==> src/rtl/dmac_csr_pkg.sv <==
package dmac_csr_pkg;

  typedef enum logic [2:0] {
    CW_SRC  = 3'd0,
    CW_DST  = 3'd1,
    CW_LLI  = 3'd2,
    CW_CTRL = 3'd3,
    CW_CONF = 3'd4
  } chan_word_e;

  localparam logic [5:0] GW_PEND    = 6'd0;
  localparam logic [5:0] GW_TC_MSK  = 6'd1;
  localparam logic [5:0] GW_TC_CLR  = 6'd2;
  localparam logic [5:0] GW_ER_MSK  = 6'd3;
  localparam logic [5:0] GW_ER_CLR  = 6'd4;
  localparam logic [5:0] GW_TC_RAW  = 6'd5;
  localparam logic [5:0] GW_ER_RAW  = 6'd6;
  localparam logic [5:0] GW_EN_MAP  = 6'd7;
  localparam logic [5:0] GW_GCONF   = 6'd12;

  localparam int CONF_EN_BIT   = 0;
  localparam int CONF_ERIE_BIT = 14;
  localparam int CONF_TCIE_BIT = 15;

  function automatic logic [7:0] id_byte(input logic [2:0] idx, input int nch);
    case (idx)
      3'd0:    id_byte = (nch == 8) ? 8'h80 : 8'h81;
      3'd1:    id_byte = 8'h10;
      3'd2:    id_byte = 8'h04;
      3'd3:    id_byte = 8'h0A;
      3'd4:    id_byte = 8'h0D;
      3'd5:    id_byte = 8'hF0;
      3'd6:    id_byte = 8'h05;
      default: id_byte = 8'hB1;
    endcase
  endfunction

endpackage

==> src/rtl/dmac_chan_slot.sv <==
module dmac_chan_slot
  import dmac_csr_pkg::*;
#(
  parameter int DW = 32
) (
  input  logic          clk,
  input  logic          rst,
  input  logic          wr_en,
  input  logic [2:0]    wsel,
  input  logic [DW-1:0] wdata,
  output logic [DW-1:0] src,
  output logic [DW-1:0] dst,
  output logic [DW-1:0] lli,
  output logic [DW-1:0] ctrl,
  output logic [DW-1:0] conf
);

  always_ff @(posedge clk) begin
    if (rst) begin
      src  <= '0;
      dst  <= '0;
      lli  <= '0;
      ctrl <= '0;
      conf <= '0;
    end else if (wr_en) begin
      case (chan_word_e'(wsel))
        CW_SRC:  src  <= wdata;
        CW_DST:  dst  <= wdata;
        CW_LLI:  lli  <= wdata;
        CW_CTRL: ctrl <= wdata;
        CW_CONF: conf <= wdata;
        default: ;
      endcase
    end
  end

  // words move only on a write to this slot
  assert_hold_unwritten_R2: assert property (@(posedge clk) disable iff (rst)
    !wr_en |=> ($stable(src) && $stable(dst) && $stable(lli) && $stable(ctrl) && $stable(conf)));

endmodule

==> src/rtl/dmac_irq_agg.sv <==
module dmac_irq_agg #(
  parameter int NCH = 8
) (
  input  logic           clk,
  input  logic           rst,
  input  logic [NCH-1:0] tc_set,
  input  logic [NCH-1:0] err_set,
  input  logic [NCH-1:0] tc_clr,
  input  logic [NCH-1:0] err_clr,
  input  logic [NCH-1:0] tc_mask,
  input  logic [NCH-1:0] err_mask,
  output logic [NCH-1:0] tc_raw,
  output logic [NCH-1:0] err_raw,
  output logic           irq
);

  logic pending;
  assign pending = (|(tc_raw & tc_mask)) | (|(err_raw & err_mask));

  always_ff @(posedge clk) begin
    if (rst) begin
      tc_raw  <= '0;
      err_raw <= '0;
      irq     <= 1'b0;
    end else begin
      tc_raw  <= (tc_raw  & ~tc_clr)  | tc_set;
      err_raw <= (err_raw & ~err_clr) | err_set;
      irq     <= pending;
    end
  end

  // a strobe always lands, even against a clear
  assert_set_lands_R7: assert property (@(posedge clk) disable iff (rst)
    (|tc_set || |err_set) |=> (((tc_raw & $past(tc_set)) == $past(tc_set)) &&
                               ((err_raw & $past(err_set)) == $past(err_set))));

  // cleared bits without a competing set read zero next cycle
  assert_clear_R6: assert property (@(posedge clk) disable iff (rst)
    (|tc_clr || |err_clr) |=> (((tc_raw & $past(tc_clr & ~tc_set)) == '0) &&
                               ((err_raw & $past(err_clr & ~err_set)) == '0)));

  // the line only rises if some status bit was pending
  assert_irq_source_R12: assert property (@(posedge clk) disable iff (rst)
    $rose(irq) |-> $past(|tc_raw || |err_raw));

  // with nothing raw pending the line is low next cycle
  assert_irq_low_R12: assert property (@(posedge clk) disable iff (rst)
    (tc_raw == '0 && err_raw == '0) |=> !irq);

endmodule

==> src/rtl/dmac_csr_bank.sv <==
module dmac_csr_bank
  import dmac_csr_pkg::*;
#(
  parameter int NCH = 8,
  parameter int DW  = 32,
  parameter int AW  = 12
) (
  input  logic               clk,
  input  logic               rst,
  input  logic               bus_wr,
  input  logic               bus_rd,
  input  logic [AW-1:0]      bus_addr,
  input  logic [DW-1:0]      bus_wdata,
  output logic [DW-1:0]      bus_rdata,
  input  logic [NCH-1:0]     tc_set,
  input  logic [NCH-1:0]     err_set,
  output logic [NCH*DW-1:0]  ch_src_o,
  output logic [NCH*DW-1:0]  ch_dst_o,
  output logic [NCH*DW-1:0]  ch_lli_o,
  output logic [NCH*DW-1:0]  ch_ctrl_o,
  output logic [NCH*DW-1:0]  ch_conf_o,
  output logic               dma_en_o,
  output logic               irq
);

  localparam int          CIW   = (NCH > 1) ? $clog2(NCH) : 1;
  localparam logic [3:0]  NCH_L = 4'(NCH);
  localparam int          IDW   = 8;

  initial assert (NCH == 8 || NCH == 2);

  // address decode
  logic       in_chan, in_glob, in_id, chan_ok;
  logic [2:0] chan_idx, cword;
  logic [5:0] gword;

  assign in_chan  = (bus_addr[11:8] == 4'h1);
  assign in_glob  = (bus_addr[11:8] == 4'h0);
  assign in_id    = (bus_addr[11:5] == 7'h7F);
  assign chan_idx = bus_addr[7:5];
  assign cword    = bus_addr[4:2];
  assign gword    = bus_addr[7:2];
  assign chan_ok  = in_chan && ({1'b0, chan_idx} < NCH_L);

  logic unused_addr_lsb;
  assign unused_addr_lsb = ^bus_addr[1:0];

  // channel slots
  logic [DW-1:0]  src_a [NCH];
  logic [DW-1:0]  dst_a [NCH];
  logic [DW-1:0]  lli_a [NCH];
  logic [DW-1:0]  ctrl_a[NCH];
  logic [DW-1:0]  conf_a[NCH];
  logic [NCH-1:0] tc_mask, err_mask, en_map;

  for (genvar c = 0; c < NCH; c++) begin : g_slot
    logic slot_wr;
    assign slot_wr = bus_wr && chan_ok && (chan_idx == 3'(c));

    dmac_chan_slot #(.DW(DW)) u_slot (
      .clk   (clk),
      .rst   (rst),
      .wr_en (slot_wr),
      .wsel  (cword),
      .wdata (bus_wdata),
      .src   (src_a[c]),
      .dst   (dst_a[c]),
      .lli   (lli_a[c]),
      .ctrl  (ctrl_a[c]),
      .conf  (conf_a[c])
    );

    assign tc_mask[c]  = conf_a[c][CONF_TCIE_BIT];
    assign err_mask[c] = conf_a[c][CONF_ERIE_BIT];
    assign en_map[c]   = conf_a[c][CONF_EN_BIT];

    assign ch_src_o [c*DW +: DW] = src_a[c];
    assign ch_dst_o [c*DW +: DW] = dst_a[c];
    assign ch_lli_o [c*DW +: DW] = lli_a[c];
    assign ch_ctrl_o[c*DW +: DW] = ctrl_a[c];
    assign ch_conf_o[c*DW +: DW] = conf_a[c];
  end

  // interrupt bits
  logic [NCH-1:0] tc_clr, err_clr, tc_raw, err_raw;
  logic           glob_wr;

  assign glob_wr = bus_wr && in_glob;
  assign tc_clr  = (glob_wr && gword == GW_TC_CLR) ? bus_wdata[NCH-1:0] : '0;
  assign err_clr = (glob_wr && gword == GW_ER_CLR) ? bus_wdata[NCH-1:0] : '0;

  dmac_irq_agg #(.NCH(NCH)) u_irq (
    .clk      (clk),
    .rst      (rst),
    .tc_set   (tc_set),
    .err_set  (err_set),
    .tc_clr   (tc_clr),
    .err_clr  (err_clr),
    .tc_mask  (tc_mask),
    .err_mask (err_mask),
    .tc_raw   (tc_raw),
    .err_raw  (err_raw),
    .irq      (irq)
  );

  // global configuration, enable bit only
  always_ff @(posedge clk) begin
    if (rst)                                dma_en_o <= 1'b0;
    else if (glob_wr && gword == GW_GCONF)  dma_en_o <= bus_wdata[0];
  end

  // read path
  logic [DW-1:0]  rd_next;
  logic [CIW-1:0] sel;
  logic [NCH-1:0] tc_m, er_m;

  assign sel  = chan_idx[CIW-1:0];
  assign tc_m = tc_raw & tc_mask;
  assign er_m = err_raw & err_mask;

  always_comb begin
    rd_next = '0;
    if (in_id) begin
      rd_next = {{(DW-IDW){1'b0}}, id_byte(bus_addr[4:2], NCH)};
    end else if (chan_ok) begin
      case (chan_word_e'(cword))
        CW_SRC:  rd_next = src_a[sel];
        CW_DST:  rd_next = dst_a[sel];
        CW_LLI:  rd_next = lli_a[sel];
        CW_CTRL: rd_next = ctrl_a[sel];
        CW_CONF: rd_next = conf_a[sel];
        default: rd_next = '0;
      endcase
    end else if (in_glob) begin
      case (gword)
        GW_PEND:   rd_next = DW'(tc_m | er_m);
        GW_TC_MSK: rd_next = DW'(tc_m);
        GW_ER_MSK: rd_next = DW'(er_m);
        GW_TC_RAW: rd_next = DW'(tc_raw);
        GW_ER_RAW: rd_next = DW'(err_raw);
        GW_EN_MAP: rd_next = DW'(en_map);
        GW_GCONF:  rd_next = DW'(dma_en_o);
        default:   rd_next = '0;
      endcase
    end
  end

  always_ff @(posedge clk) begin
    if (rst)         bus_rdata <= '0;
    else if (bus_rd) bus_rdata <= rd_next;
  end

  // read data holds between reads
  assert_rdata_hold_R13: assert property (@(posedge clk) disable iff (rst)
    !bus_rd |=> $stable(bus_rdata));

  // identification words are byte-wide
  assert_id_byte_R10: assert property (@(posedge clk) disable iff (rst)
    (bus_rd && in_id) |=> (bus_rdata[DW-1:IDW] == '0));

  // global configuration reads back a single bit
  assert_gconf_width_R9: assert property (@(posedge clk) disable iff (rst)
    (bus_rd && in_glob && gword == GW_GCONF) |=> (bus_rdata[DW-1:1] == '0));

  // absent slots leave every export untouched
  assert_absent_slot_R3: assert property (@(posedge clk) disable iff (rst)
    (bus_wr && in_chan && !chan_ok) |=> ($stable(ch_src_o) && $stable(ch_dst_o) &&
      $stable(ch_lli_o) && $stable(ch_ctrl_o) && $stable(ch_conf_o)));

endmodule

==> config.mk <==
export PLATFORM = sky130hd
export DESIGN_NAME = dmac_csr_bank
export DESIGN_NICKNAME = d
export VERILOG_FILES = /design/src/rtl/dmac_csr_pkg.sv /design/src/rtl/dmac_chan_slot.sv /design/src/rtl/dmac_irq_agg.sv /design/src/rtl/dmac_csr_bank.sv
export SDC_FILE = /design/constraint.sdc
export NUM_CORES = 2
export LEC_CHECK = 0
export BUFFER_PORTS_ARGS = -buffer_cell sky130_fd_sc_hd__buf_4
export CAP_MARGIN = 20
export CORE_AREA = 2 2 543 545
export DETAILED_ROUTE_END_ITERATION = 8
export DIE_AREA = 0 0 545 547
export PLACE_DENSITY = 0.43
export RECOVER_POWER = 100
export SLEW_MARGIN = 25
export SYNTH_ARGS = -nofsm -noshare
export SYNTH_HDL_FRONTEND = slang
export SYNTH_SLANG_ARGS = --single-unit
==> constraint.sdc <==
create_clock -name clk -period 3.9 [get_ports clk]
set_input_delay 0.39 -clock clk [delete_from_list [all_inputs] [get_ports clk]]
set_output_delay 0.39 -clock clk [all_outputs]
set_load 0.05 [all_outputs]
==> results.md <==
- Critical hold path startpoint: bus_wdata[6]
- Vias in the first global route: roughly 57000
- Most frequent cells after synthesis: nand2_1 (2685), a21oi_1 (1354), dfxtp_1 (1330), clkbuf_1 (464), mux4_2 (274)
- Data required time at the worst endpoint: approximately 4600 ps
- Highest fanout seen on the critical path: 57
- Row count: 199
- Worst slew margin relative to its limit: -0.6522
- Leak: around 0.023 µW
- Clock tree skew after final layout: between 40 and 50 ps
- Initial antenna violation count: 45
- RePlAce Congestion: between 0.8 and 0.9
- Destination of the worst register-to-register timing path: bus_rdata[2]
- Unrepaired setup endpoints after global routing: false
- Post-synthesis instance total: roughly 6900
- Total negative setup slack: 0 ps
- Synth area leaders: dfxtp_1 (47%), nand2_1 (18%), a21oi_1 (12%), mux4_2 (11%), clkbuf_1 (3.1%)
- Violated checks: max-capacitance violations, max-slew violations
- Critical Path AT: approximately 4100 ps
- Ratio of total power to cell area: about 430 nW/µm²
- Nets: 8138
- Worst min-delay path endpoint: g_slot[6].u_slot.conf[6]
- Cell taking the most area after synthesis: dfxtp_1
- Number of flops mapped to enable cells by yosys: 0
- Per-cell via count in the routed design: between 4 and 5
- VDD IR max: ~0.32 mV
- Final hold violation count: 0
- Global-route wire length before repair: ~570 mm
- Overall die area: roughly 300000 µm²
- Bufs on Longest Clock Path: 4
- Drc violations: 0
- Slew of the pin with the lowest slew margin: 2478 ps
- Wire length after detailed routing: 443.5 mm
- Dominant register cell in the synthesized netlist: dfxtp_1
- Floorplan Core Area: 292600 µm²
- Post-layout power: 31610 µW
- Total number of clock tree sinks: 1330
- Maximum number of pins on one net before global-route repair: about 160
- Number of buffers created by CTS: 170
- Number of failing setup endpoints in the final timing report: 0
- Count of routing violations after the opening detailed-route iteration: roughly 7300
- Sequential element share of the synthesized area: 0.4705
- Detailed-placement wirelength estimate: roughly 320 mm
- Synth Net Count: 6983
- Result of the run: complete, but fails checks
- GRT Total Usage: 0.2852
- Number of detailed-route iterations in the first pass: 5
- #FFs+latches synth: roughly 1300
- Max-slew violations: 258
- Clock period minus final worst setup slack: between 3000 and 4000 ps
- Post-synth top area share: 0.4705
- Remaining global-route overflow: 0
- Vertical die dimension: 547 µm
- Worst r2r src: g_slot[3].u_slot.src[2]
- Type of the worst setup path: input port to flop
- Number of warning messages in the yosys log: 0
- Worst Setup Start Kind: input port
- Post-CTS setup-driven buffer insertion count: 0
- ANT nets after route: 0
- Count of boundary I/O pins: about 1400
- Cell area after synthesis: approximately 57000 µm²
- IO Port Bufs: between 1000 and 1500
- Reported max-cap violation count: 11
- Total placed instance area: around 73000 µm²
- Starting utilization of the core area: 0.1934
- Most numerous cell in the Yosys netlist: nand2_1
- Clock-pin slew of the registers on the worst-case setup and hold paths: approximately 60 ps
- Max Clk Rate: 301.0 MHz
- Reg2Reg Depth: 6
- Die Span X: roughly 550 µm
- Design area: between 70000 and 80000 µm²
- Per-instance average area after synthesis: around 8.2 µm²
- Fraction of layout instances using a drive strength above 1: 0.1112
- Layout Area Growth over Synthesis: 29.06%
- Class of the most critical hold timing path: input port to flop
- Reg-to-reg slack, setup: ~1600 ps
- CTS Root Buffer Type: clkbuf_16
- Clock latency on the worst-skew pair: ~840 ps
- Final routed wire length divided by cell count: approximately 37 µm
- Proportion of synthesized flip-flops having asynchronous set or reset: 0
- TritonCTS clock tree: built
- Share of the cycle needed by the critical path after routing: 0.8518
- H-tree Lvls: 4
- Overall via count from detail_route: just over 60000
- Endpoint class of the critical path: flop
- Worst hold path cell count: 3
- Cell variety after synth: 55
## state kept, by name (all words and copies together), names as in the netlist
register and cells:
u_irq.irq 1, g_slot.u_slot.src 256, dma_en_o 1, g_slot.u_slot.lli 256
u_irq.tc_raw 8, g_slot.u_slot.conf 256, g_slot.u_slot.dst 256, bus_rdata 32
g_slot.u_slot.ctrl 256, u_irq.err_raw 8
## layout by cell type (no fill, tap or decap), types with 42 or more instances in the layout
cell type / n
clkbuf_8: 42
clkbuf_16: 175
clkbuf_1: 1394
o21ai_0: 46
mux2i_1: 118
a22oi_1: 58
dfxtp_1: 1330
buf_12: 63
mux4_2: 274
a21oi_1: 1354
nor2_1: 66
nand2_1: 2665
o22ai_1: 47
buf_4: 190
## worst max path at each step
stage / startpoint / depth (start not counted) / slack (ps) / endpoint
after floorplan: bus_addr[5] / 8 / 1440 / bus_rdata[23]
after global placement: bus_addr[6] / 7 / 430 / bus_rdata[18]
after detailed placement: bus_addr[6] / 8 / 440 / bus_rdata[0]
after CTS: bus_addr[6] / 7 / 1340 / bus_rdata[18]
after global routing: bus_addr[9] / 9 / 600 / g_slot[6].u_slot.ctrl[10]
final: bus_addr[6] / 7 / 580 / g_slot[1].u_slot.conf[20]
## worst max-delay path: stages
cell and delay (ps):
buf_8 580, buf_4 290, and3b_1 310, nand2_4 140, clkbuf_1 1730, nand2_1 150
a21oi_1 210
## cell type report
cell class	count	area, µm²
timing repair buffer	1656	8183
fill	32784	219500
clock inverter	41	475.5
sequential	1330	26630
antenna	14	35.03
tap	3919	4903
multi-input combinational	4912	27670
clock buffer	261	5122
inverter	4	20.02
## stage by stage
| stage | cells | hold slack, ps | worst slack, ps | util |
|---|---|---|---|---|
| after floorplan | 6919 | 466.1 | 1437 | - |
| after global placement | 11800 | 439.6 | 433.5 | 0.2483 |
| after detailed placement | 11801 | 441.3 | 444.2 | 0.2484 |
| after CTS | 12123 | 18.12 | 1335 | 0.2682 |
| after global routing | 12129 | 83.24 | 597.3 | 0.2496 |
| final | 12137 | 112.6 | 578.0 | 0.2496 |
## layer usage
metal,up-vias,global-route usage,share of wire
li1,25717,-,-
met5,-,0,0.00013
met1,30105,0.3469,0.38
met4,10,0.1681,0.072
met2,3850,0.4384,0.43
met3,899,0.09145,0.11
## repair_timing
item / CTS / global route
gates resized for setup: 0 / 0
hold buffers: 20 / 0
endpoints found under the hold margin: 26 / 0
## power breakdown
group | internal, µW | switching (µW)
clock network | 9510 | 6770
logic | 384 | 1310
registers | 13600 | 25.3
## logic make-up (layout without fill, tap and decap cells)
| kind of cell | after synthesis | after routing | synth area share |
|---|---|---|---|
| multiplexers | 404 | 404 | 0.1323 |
| other | 0 | 14 | 0 |
| AO/OA/AOI/OAI | 1599 | 1599 | 0.1505 |
| AND/OR/NAND/NOR | 2908 | 2908 | 0.1982 |
| buffers and inverters | 677 | 1962 | 0.04836 |
| flip-flops | 1330 | 1330 | 0.4705 |
| XOR/XNOR | 1 | 1 | 0.0001548 |
Note: power is estimated with default switching activity, not from simulation.
